<file path="config.mk">
export PLATFORM = sky130hd
export DESIGN_NAME = halfbridge_deadtime
export DESIGN_NICKNAME = d
export VERILOG_FILES = /design/src/rtl/hb_dt_pkg.sv /design/src/rtl/hb_dt_request.sv /design/src/rtl/hb_dt_leg.sv /design/src/rtl/halfbridge_deadtime.sv
export SDC_FILE = /design/constraint.sdc
export NUM_CORES = 1
export LEC_CHECK = 0
export CORE_MARGIN = 2
export CORE_UTILIZATION = 40
export DETAILED_ROUTE_END_ITERATION = 10
export DONT_BUFFER_PORTS = 1
export SYNTH_ARGS = -nofsm -noshare
export SYNTH_HDL_FRONTEND = slang
export SYNTH_SLANG_ARGS = --single-unit
export TNS_END_PERCENT = 1
</file>
<file path="constraint.sdc">
create_clock -name clk -period 1.86 [get_ports clk]
set_clock_uncertainty 0.15 [all_clocks]
set_input_delay 0.093 -clock clk [delete_from_list [all_inputs] [get_ports clk]]
set_output_delay 0.093 -clock clk [all_outputs]
set_load 0.02 [all_outputs]
</file>
<file path="src/rtl/hb_dt_pkg.sv">
package hb_dt_pkg;

    // Index of each leg inside the internal leg vectors
    localparam int LEG_HI = 0;
    localparam int LEG_LO = 1;
    localparam int N_LEGS = 2;

    typedef struct packed {
        logic hi;
        logic lo;
    } leg_pair_t;

    // A leg is requested only when it alone is asked for and the block is enabled.
    function automatic leg_pair_t resolve_req(leg_pair_t cmd, logic enable);
        leg_pair_t r;
        r.hi = enable & cmd.hi & ~cmd.lo;
        r.lo = enable & cmd.lo & ~cmd.hi;
        return r;
    endfunction

endpackage

</file>
<file path="src/rtl/hb_dt_request.sv">
module hb_dt_request
    import hb_dt_pkg::*;
(
    input  logic      en_n,
    input  leg_pair_t cmd,
    output leg_pair_t req
);

    // overlapping requests resolve to no request; R8: disable masks both
    always_comb begin
        req = resolve_req(cmd, ~en_n);
    end

endmodule

</file>
<file path="src/rtl/hb_dt_leg.sv">
module hb_dt_leg #(
    parameter int DEAD_CYC = 33
) (
    input  logic clk,
    input  logic rst,
    input  logic req,
    input  logic opp_on,
    output logic on
);

    localparam int CW = $clog2(DEAD_CYC + 1);
    localparam logic [CW-1:0] CNT_FULL = CW'(DEAD_CYC);

    logic [CW-1:0] wait_cnt;
    logic          wait_done;

    assign wait_done = (wait_cnt == CNT_FULL) && !opp_on;

    always_ff @(posedge clk) begin
        if (rst) begin
            wait_cnt <= '0;
            on       <= 1'b0;
        end else begin
            // a dropped request abandons its wait
            if (!req) begin
                wait_cnt <= '0;
            end else if (!opp_on && wait_cnt != CNT_FULL) begin
                wait_cnt <= wait_cnt + CW'(1);
            end
            // hold while requested, turn on only after the full wait
            on <= req & (on | wait_done);
        end
    end

endmodule

</file>
<file path="src/rtl/halfbridge_deadtime.sv">
module halfbridge_deadtime
    import hb_dt_pkg::*;
#(
    parameter int DEAD_CYC = 33
) (
    input  logic clk,
    input  logic rst,
    input  logic en_n,
    input  logic hi_cmd,
    input  logic lo_cmd,
    output logic hi_on,
    output logic lo_on
);

    leg_pair_t          cmd_pair;
    leg_pair_t          req_pair;
    logic [N_LEGS-1:0]  req_v;
    logic [N_LEGS-1:0]  on_v;

    assign cmd_pair.hi = hi_cmd;
    assign cmd_pair.lo = lo_cmd;

    hb_dt_request u_req (
        .en_n (en_n),
        .cmd  (cmd_pair),
        .req  (req_pair)
    );

    assign req_v[LEG_HI] = req_pair.hi;
    assign req_v[LEG_LO] = req_pair.lo;

    for (genvar g = 0; g < N_LEGS; g++) begin : g_leg
        localparam int OPP = N_LEGS - 1 - g;
        hb_dt_leg #(
            .DEAD_CYC (DEAD_CYC)
        ) u_leg (
            .clk    (clk),
            .rst    (rst),
            .req    (req_v[g]),
            .opp_on (on_v[OPP]),
            .on     (on_v[g])
        );
    end

    assign hi_on = on_v[LEG_HI];
    assign lo_on = on_v[LEG_LO];

endmodule

</file>
Word-level counts from Yosys, hierarchy flattened --
Cells that the tools add are included.
Word-level totals: logic and storage cells 31, flip-flop bits (word level) 14, output and inout bits 2, input port bits 5
Cells by class: add/subtract/negate cells 2, eq/ne operators 4, reduce and logical (&&, ||, !) cells 8, bitwise operators 13
Operator list (number):
- $add A6 B1 Y6 const B | 2
- $eq A6 B6 Y1 const B | 2
- $ne A6 B6 Y1 const B | 2
- $and A1 B1 Y1 | 6
- $not A1 Y1 | 5
- $logic_and A1 B1 Y1 | 4
- $reduce_or A2 Y1 | 2
- $logic_not A1 Y1 | 2
- $or A1 B1 Y1 | 2

Longest topological paths before layout --
Gate-level depths: netlist of the first run.
word-level depth 5, mapped depth 5, depth with buffers taken out 5

Modules after synthesis --
Synthesis of the first run repeated with hierarchy kept, for this count alone.
Second synthesis, totals: cell total of the unflattened synthesis 78, area, all modules 770.7 µm²
By module, submodules not included:
- hb_dt_leg | area an instance 377.9 µm², cells an instance 38, instances 2, seq. area each 140.1 µm²
- hb_dt_request | area an instance 15.0 µm², cells an instance 2, instances 1, seq. area each 0.0 µm²

Worst setup path before layout of the first run --
Ideal clock, no wire load.
path kind reg-to-reg, start reg g_leg[0].u_leg.wait_cnt[1], end reg g_leg[0].u_leg.wait_cnt[0], setup time 0.123 ns, clock period less this slack 1.469 ns, required time 1.587 ns, arrival time 1.195 ns, buffers on the path 0, stages on the path, launching flop included 6, path slack 0.391 ns, cell sequence dfxtp_1 -> inv_1 -> ha_1 -> nor4b_4 -> a21oi_1 -> mux2_1
Between the ends: cells in the longest elaborated chain, start to end 2
Ends and longest elaborated chain:
- start, declared | line hb_dt_leg.sv:14 | logic [CW-1:0] wait_cnt;
- start signal, assigned | line hb_dt_leg.sv:28 | wait_cnt <= wait_cnt + CW'(1);
- $ne A6 B6 Y1 | line hb_dt_leg.sv:27 | end else if (!opp_on && wait_cnt != CNT_FULL) begin
- $logic_and A1 B1 Y1 | line hb_dt_leg.sv:27
No other way between the ends. A chain may end at the register's enable or synchronous reset.

Worst setup path in the final report of the first run --
start in rst, end reg g_leg[1].u_leg.wait_cnt[0]
Between the ends: cells in the longest elaborated chain, start to end 1
Ends and longest elaborated chain:
- start, declared | line halfbridge_deadtime.sv:7 | input logic rst,
- $reduce_or A2 Y1 (no source line)
- end signal, assigned | line hb_dt_leg.sv:28
- end, declared | line hb_dt_leg.sv:14
No other way between the ends.

==> flow_metrics.env, run 1 <==
export IMPL_final_setup_tns_ns=0
export IMPL_p_sw_share_pct=20.0
export IMPL_place_gp_congestion=0.688
export IMPL_critPathCaptureType="flop"
export IMPL_reg2reg_from="g_leg[0].u_leg.wait_cnt[1]$_SDFFE_PP0P_"
export IMPL_numCtsBuffers=3
export IMPL_cts_resized_gates=0
export IMPL_startpoint_type="primary input"
export IMPL_synth_area_top_cells="dfxtp_1 39%, ha_1 7.0%, a21oi_1 5.6%"
export IMPL_yosys_area_top_type_share_pct=39.4
export IMPL_avgRoutedWirePerCell_um=11.8
export IMPL_antenna_left=0
export IMPL_cts_buffer_depth=2
export IMPL_cts_tree="built"
export IMPL_area_growth_pct=11.4
export IMPL_drtIter0Drc=5
export IMPL_worstMarginPinSlew_ns=0.328
export IMPL_final_setup_viol_count=0
export IMPL_power_density_nw_per_um2=678
export IMPL_report_final_slew_viol_count=0
export IMPL_path_cells="dlygate4sd3_1 -> nor4b_1 -> dlygate4sd3_1 -> nand2_1 -> mux2i_1"
export IMPL_row_count=15
export IMPL_wl_met3_um=29
export IMPL_placedInstanceArea_um2=716
export IMPL_die_x_um=46.2
export IMPL_drc=0
export IMPL_power_uw=537
export IMPL_ys_ff_latch=14
export IMPL_cpMaxStageDelayCell="dlygate4sd3_1"
export IMPL_grt_pass1_wl_mm=2.00
export IMPL_netlist_instances=77
export IMPL_ys_warn_count=0
export IMPL_final_area_um2=792
export IMPL_wl_met1_um=531
export IMPL_switchingPower_uw=107
export IMPL_dr_total_vias=535
export IMPL_dp_hpwl_um=806
export IMPL_start_util_pct=42.1
export IMPL_fin_crit_ns=1.66
export IMPL_syn_num_nets=86
export IMPL_crit_top_cell="dlygate4sd3_1"
export IMPL_finalHoldViolCount=0
export IMPL_layout_setup_ws_ns=0.197
export IMPL_crit_required_ns=1.93
export IMPL_pwr_share_clk_pct=40.7
export IMPL_hp_start="lo_cmd"
export IMPL_nets=93
export IMPL_crit_path_max_incr_delay_ns=0.63
export IMPL_layout_commonest_cell="dfxtp_1"
export IMPL_dieArea_um2=2130
export IMPL_worst_path_max_fanout=2
export IMPL_mostFrequentLayoutCells="14 x dfxtp_1, 8 x a21oi_1, 7 x nor2_1, 7 x nand2_1, 5 x or3_1"
export IMPL_clkTransAtPathRegs_ns=0.09
export IMPL_cp_startpoint="rst"
export IMPL_grt_setup_unrepaired="no"
export IMPL_portBuffers=0
export IMPL_highest_layer="met4"
export IMPL_grt_max_degree=10
export IMPL_h_tree_depth=1
export IMPL_power_internal_uw=429
export IMPL_yosysSeqAreaShare_pct=39.4
export IMPL_clock_sinks=14
export IMPL_ctsRootBufferMaster="clkbuf_4"
export IMPL_first_global_vias=487
export IMPL_leakagePower_uw=0.000256
export IMPL_nFillCells=164
export IMPL_antenna_found_initial=0
export IMPL_via_per_inst=5.35
export IMPL_final_period_utilization_pct=89.4
export IMPL_grt_overflow=0
export IMPL_netlist_area_um2=711
export IMPL_cap_violations=0
export IMPL_io_pins=7
export IMPL_place_ws_ns=0.295
export IMPL_wl_met2_um=561
export IMPL_cpLargestDelayFamily="buffers and inverters"
export IMPL_core_um2=1690
export IMPL_max_slew_margin_pct=78.1
export IMPL_synth_area_leader_cell="dfxtp_1"
export IMPL_vdd_drop_max_mv=0.519
export IMPL_antenna_cells=0
export IMPL_postLayoutCoreUtil_pct=46.9
export IMPL_power_frac_comb_pct=3.0
export IMPL_first_pass_iters=2
export IMPL_path_buf_inv=2
export IMPL_crit_type="in2reg"
export IMPL_synth_cell_types=24
export IMPL_grtUsageTotal_pct=14.1
export IMPL_wirelength_mm=1.18
export IMPL_chipHeight_um=46.2
export IMPL_status="complete, no violations"
export IMPL_drive_gt1_share_pct=8.43
export IMPL_avgSynthCellArea_um2=9.23
export IMPL_worst_ep_arrival_time_ns=1.73
export IMPL_insertion_delay_ns=0.28
export IMPL_clock_fmax_mhz=601
export IMPL_hp_class="in2reg"
export IMPL_pwr_share_seq_pct=56.3
-- synth_stat cells (all sizes together) --
cell type  count
buf            2
nand2          7
o21bai         1
o21ai          4
nand4b         2
a21oi          8
or4b           2
ha             4
or3            5
xor2           2
a211o          1
a31oi          1
mux2i          1
or3b           1
dfxtp         14
nor4b          2
nand2b         3
nand4bb        1
mux2           3
nor2           9
inv            4
-- cells by family (layout without fill, tap and decap cells) --
group,Yosys count,count (layout),synth area share (%)
adder cells (fa/ha/maj),4,4,7.04
flip-flops,14,14,39.4
buffers and inverters,6,12,4.40
AND/OR/NAND/NOR,32,32,28.9
AO/OA/AOI/OAI,15,15,11.6
XOR/XNOR,2,2,2.47
multiplexers,4,4,6.16
-- worst register-to-register path: stages (launching register included) --
cell and delay (ns):
dfxtp_1 0.35, inv_1 0.06, ha_1 0.18, nor4b_4 0.14
a21oi_1 0.25, mux2_1 0.34
-- what timing repair did --
action                                 CTS  global route
endpoints found under the hold margin    6             0
hold buffers                             4             0
setup buffers                            0             0
-- area by class of cell --
| type | count | area [um^2] | share of cell area [%] |
|---|---|---|---|
| Tap cell | 17 | 21.3 | 2.69 |
| Sequential cell | 14 | 280 | 35.4 |
| Inverter | 4 | 15.0 | 1.90 |
| Timing Repair Buffer | 4 | 40.0 | 5.06 |
| Clock buffer | 4 | 36.3 | 4.58 |
| Multi-Input combinational cell | 57 | 399 | 50.4 |
-- per-layer routing --
metal  global-route usage [%]  up-vias
met5                        0        -
met4                     13.7        0
met3                     3.53        4
met2                     20.8        8
met1                     16.2      240
li1                         -      283
-- power groups by stage --
stage          sequential, uW  combinational (uW)  clock, uW
4_1_cts                   302                15.6        224
3_5_place_dp              310                9.58          0
3_3_place_gp              309                9.69          0
6_report                  302                16.0        218
2_1_floorplan             309                9.71          0
5_1_grt                   303                17.3        247
-- through the flow --
stage,cells,hold slack (ns)
2_1_floorplan,77,0.139
3_3_place_gp,92,0.178
3_5_place_dp,92,0.168
4_1_cts,100,0.0348
5_1_grt,100,0.0499
6_report,100,0.0442
-- flip-flops by register name (all words and copies together) (netlist names) --
| register | flops |
|---|---|
| g_leg.u_leg.on | 2 |
| g_leg.u_leg.wait_cnt | 12 |
-- path summary, 6_finish.rpt --
path                                              to  slack (ns)  cells past startpoint
max reg2reg  g_leg[0].u_leg.wait_cnt[0]$_SDFFE_PP0P_        0.28                      5
min reg2reg  g_leg[1].u_leg.wait_cnt[5]$_SDFFE_PP0P_        0.35                      2
min          g_leg[1].u_leg.wait_cnt[2]$_SDFFE_PP0P_        0.04                      2
max          g_leg[1].u_leg.wait_cnt[0]$_SDFFE_PP0P_        0.20                      5
(Power assumes the default switching activity.)
==> run 2: changes to the inputs <==
--- a/config.mk
+++ b/config.mk
@@ -11,5 +11,6 @@
 export DONT_BUFFER_PORTS = 1
 export SYNTH_ARGS = -nofsm -noshare
 export SYNTH_HDL_FRONTEND = slang
+export SYNTH_HIERARCHICAL = 1
 export SYNTH_SLANG_ARGS = --single-unit
 export TNS_END_PERCENT = 1
==> run 2 against run 1 <==
Non-clock buffer count is 1 higher. Highest routed layer unchanged. Cell count is 11% higher. Largest power group unchanged. Global-route usage is 0.13 points lower. Hold slack worse by 0.039 ns. Clock-buffer cell count is 1 lower. Sequential cell count stayed put. Critical path depth is 1 higher. Synthesized cell count is 1.3% higher. Synthesized area is 8.5% higher.
==> flow_metrics.env, run 2 <==
export IMPL_post_cts_buffers=0
export IMPL_cts_tree="built"
export IMPL_grt_busiest_layer="met1"
export IMPL_p_sw_share_pct=21.4
export IMPL_crit_type="in2reg"
export IMPL_dr_total_vias=570
export IMPL_power_density_nw_per_um2=559
export IMPL_status="complete, no violations"
export IMPL_antenna_cells=0
export IMPL_rr_worst_depth=4
export IMPL_fin_cells=111
export IMPL_pwr_share_seq_pct=61.3
export IMPL_power_frac_comb_pct=4.2
export IMPL_avgSynthCellArea_um2=9.88
export IMPL_synth_simple_area_share_pct=31.2
export IMPL_place_ws_ns=0.429
export IMPL_cp_startpoint="lo_cmd"
export IMPL_nets=97
export IMPL_grt_max_degree=9
export IMPL_r2r_setup_slack_ns=0.40
export IMPL_via_per_inst=5.14
export IMPL_crit_end="g_leg[0].u_leg/wait_cnt[0]$_SDFFE_PP0P_"
export IMPL_crit_required_ns=1.91
export IMPL_top_register="g_leg.u_leg/wait_cnt"
export IMPL_yosysMostFrequentCell="dfxtp_1"
export IMPL_hp_class="in2reg"
export IMPL_fin_crit_ns=1.74
export IMPL_netlist_area_um2=771
export IMPL_synth_fa_ha_area_share_pct=6.49
export IMPL_syn_num_nets=87
export IMPL_worst_path_max_fanout=3
export IMPL_first_global_vias=513
export IMPL_dpl_cell_count=103
export IMPL_place_gp_congestion=0.788
export IMPL_leakagePower_uw=0.000337
export IMPL_worst_ep_arrival_time_ns=1.80
export IMPL_vdd_drop_max_mv=0.335
export IMPL_h_tree_depth=1
export IMPL_core_um2=1760
export IMPL_first_pass_iters=4
export IMPL_reg2reg_from="g_leg[0].u_leg/wait_cnt[0]$_SDFFE_PP0P_"
export IMPL_clkTransAtPathRegs_ns=0.09
export IMPL_clock_fmax_mhz=574
export IMPL_ys_warn_count=6
export IMPL_final_period_utilization_pct=93.7
export IMPL_startpoint_type="primary input"
export IMPL_synth_compound_area_share_pct=18.2
export IMPL_yosys_area_top_type_share_pct=36.4
export IMPL_power_uw=494
export IMPL_top_regs="g_leg.u_leg/wait_cnt (12), g_leg.u_leg/on (2)"
export IMPL_largest_reg_flops=12
export IMPL_critPathCaptureType="flop"
export IMPL_area_growth_pct=14.4
export IMPL_drtIter0Drc=7
export IMPL_netlist_instances=78
export IMPL_cts_buffer_depth=2
export IMPL_cap_violations=0
export IMPL_synth_area_leader_cell="dfxtp_1"
export IMPL_die_x_um=47.9
export IMPL_drc=0
export IMPL_power_internal_uw=388
export IMPL_synth_ff_type="dfxtp_1"
export IMPL_final_setup_viol_count=0
export IMPL_wirelength_mm=1.33
export IMPL_r2r_end="g_leg[0].u_leg/wait_cnt[0]$_SDFFE_PP0P_"
export IMPL_max_slew_margin_pct=71.8
export IMPL_synth_area_top_cells="dfxtp_1 36%, nand4bb_4 7.1%, ha_1 6.5%"
export IMPL_grt_pass1_wl_mm=2.17
export IMPL_antenna_left=0
export IMPL_grtUsageMet3_pct=3.40
export IMPL_finalHoldWorstSlack_ns=0.00552
export IMPL_use_met1_pct=20.8
export IMPL_yosysSeqAreaShare_pct=36.4
export IMPL_chipHeight_um=47.9
export IMPL_start_util_pct=43.7
export IMPL_synth_cell_types=22
export IMPL_io_pins=7
export IMPL_dieArea_um2=2290
export IMPL_antenna_found_initial=0
export IMPL_synth_common_cells="14 x dfxtp_1, 8 x o21ai_0, 6 x a21oi_1, 6 x inv_1"
export IMPL_portBuffers=0
export IMPL_row_count=15
export IMPL_avgRoutedWirePerCell_um=12.0
export IMPL_async_flop_share_pct=0
export IMPL_ctsRootBufferMaster="clkbuf_4"
export IMPL_switchingPower_uw=106
export IMPL_finalHoldViolCount=0
export IMPL_report_final_slew_viol_count=0
export IMPL_clock_sinks=14
export IMPL_insertion_delay_ns=0.27
export IMPL_ys_ff_latch=14
export IMPL_mostFrequentLayoutCells="14 x dfxtp_1, 8 x o21ai_0, 6 x inv_1, 6 x a21oi_1, 5 x dlygate4sd3_1"
export IMPL_numCtsBuffers=3
export IMPL_worstMarginPinSlew_ns=0.422
export IMPL_dp_hpwl_um=954
export IMPL_muxShareOfSynthArea_pct=2.60
export IMPL_layout_commonest_cell="dfxtp_1"
export IMPL_grtUsageTotal_pct=14.0
export IMPL_pwr_share_clk_pct=34.4
export IMPL_synthXorXnorAreaFrac_pct=2.27
export IMPL_layout_setup_ws_ns=0.117
export IMPL_grt_overflow=0
export IMPL_grt_use_met2_pct=18.7
export IMPL_synth_edff_count=0
export IMPL_drive_gt1_share_pct=11.6
export IMPL_synth_top_family_by_area="simple AND/OR/NAND/NOR gates"
-- run 2: cell types whose count changed after synthesis, moves of 3 or more --
cell     before  now
nor2_1        7    2
mux2_1        3    0
nor3b_1       0    4
nand2_1       7    2
o21ai_0       4    8
-- run 2: logic make-up (layout without fill, tap and decap cells) --
kind of cell / after synthesis / count (layout)
simple gates: 28 / 28
compound gates: 22 / 22
mux: 2 / 2
xor+xnor: 2 / 2
flops: 14 / 14
fa+ha+maj: 4 / 4
buf+inv: 6 / 14
-- run 2: metrics by stage --
stage	TNS, ns	util [%]	instance area [um^2]
finish	0	50.0	882
global route	-0.0198	50.0	882
CTS	0	49.0	865
detailed placement	0	45.5	802
global placement	0	45.5	802
floorplan	0	-	771
-- run 2: cell type report --
type / instances / area (um^2)
Clock buffer: 3 / 22.5
Timing Repair Buffer: 5 / 50.0
Multi-Input combinational cell: 58 / 475
Fill cell: 169 / 882
Sequential cell: 14 / 280
Inverter: 6 / 22.5
Tap cell: 25 / 31.3
-- run 2: worst min-delay path by stage --
stage / startpoint / endpoint / slack (ns) / cells after the start
final: en_n / g_leg[1].u_leg/wait_cnt[1]$_SDFFE_PP0P_ / 0.006 / 3
after global routing: en_n / g_leg[1].u_leg/wait_cnt[1]$_SDFFE_PP0P_ / 0.008 / 3
after CTS: rst / g_leg[1].u_leg/wait_cnt[1]$_SDFFE_PP0P_ / 0.007 / 2
after detailed placement: rst / g_leg[0].u_leg/on$_SDFF_PP0_ / 0.15 / 2
after global placement: rst / g_leg[0].u_leg/on$_SDFF_PP0_ / 0.14 / 2
after floorplan: rst / g_leg[0].u_leg/on$_SDFF_PP0_ / 0.12 / 2
-- run 2: power groups by stage --
stage                     registers (uW)  logic [uW]  clock network, uW
after floorplan                      309        10.1                  0
after global placement               310        11.8                  0
after detailed placement             310        12.0                  0
after CTS                            303        17.8                173
after global routing                 303        23.0                191
final                                303        20.9                170
-- run 2: routing by layer --
| metal | share of wire (%) | routed length [um] |
|---|---|---|
| met3 | 3.5 | 47 |
| met2 | 45 | 597 |
| met4 | 0.90 | 12 |
| met1 | 51 | 671 |
| met5 | 0 | 0 |
-- run 2: what timing repair did --
action | 4_1_cts | 5_1_grt
hold buffers | 4 | 1
endpoints found under the hold margin | 8 | 2
setup endpoints to repair | 0 | 1
resized for setup | 0 | 2
-- run 2: critical path, stage by stage --
cell           delay, ns
dlygate4sd3_1       0.53
nor3b_1             0.21
dlygate4sd3_1       0.61
nor2b_4             0.17
nand2b_1            0.07
mux2i_1             0.11
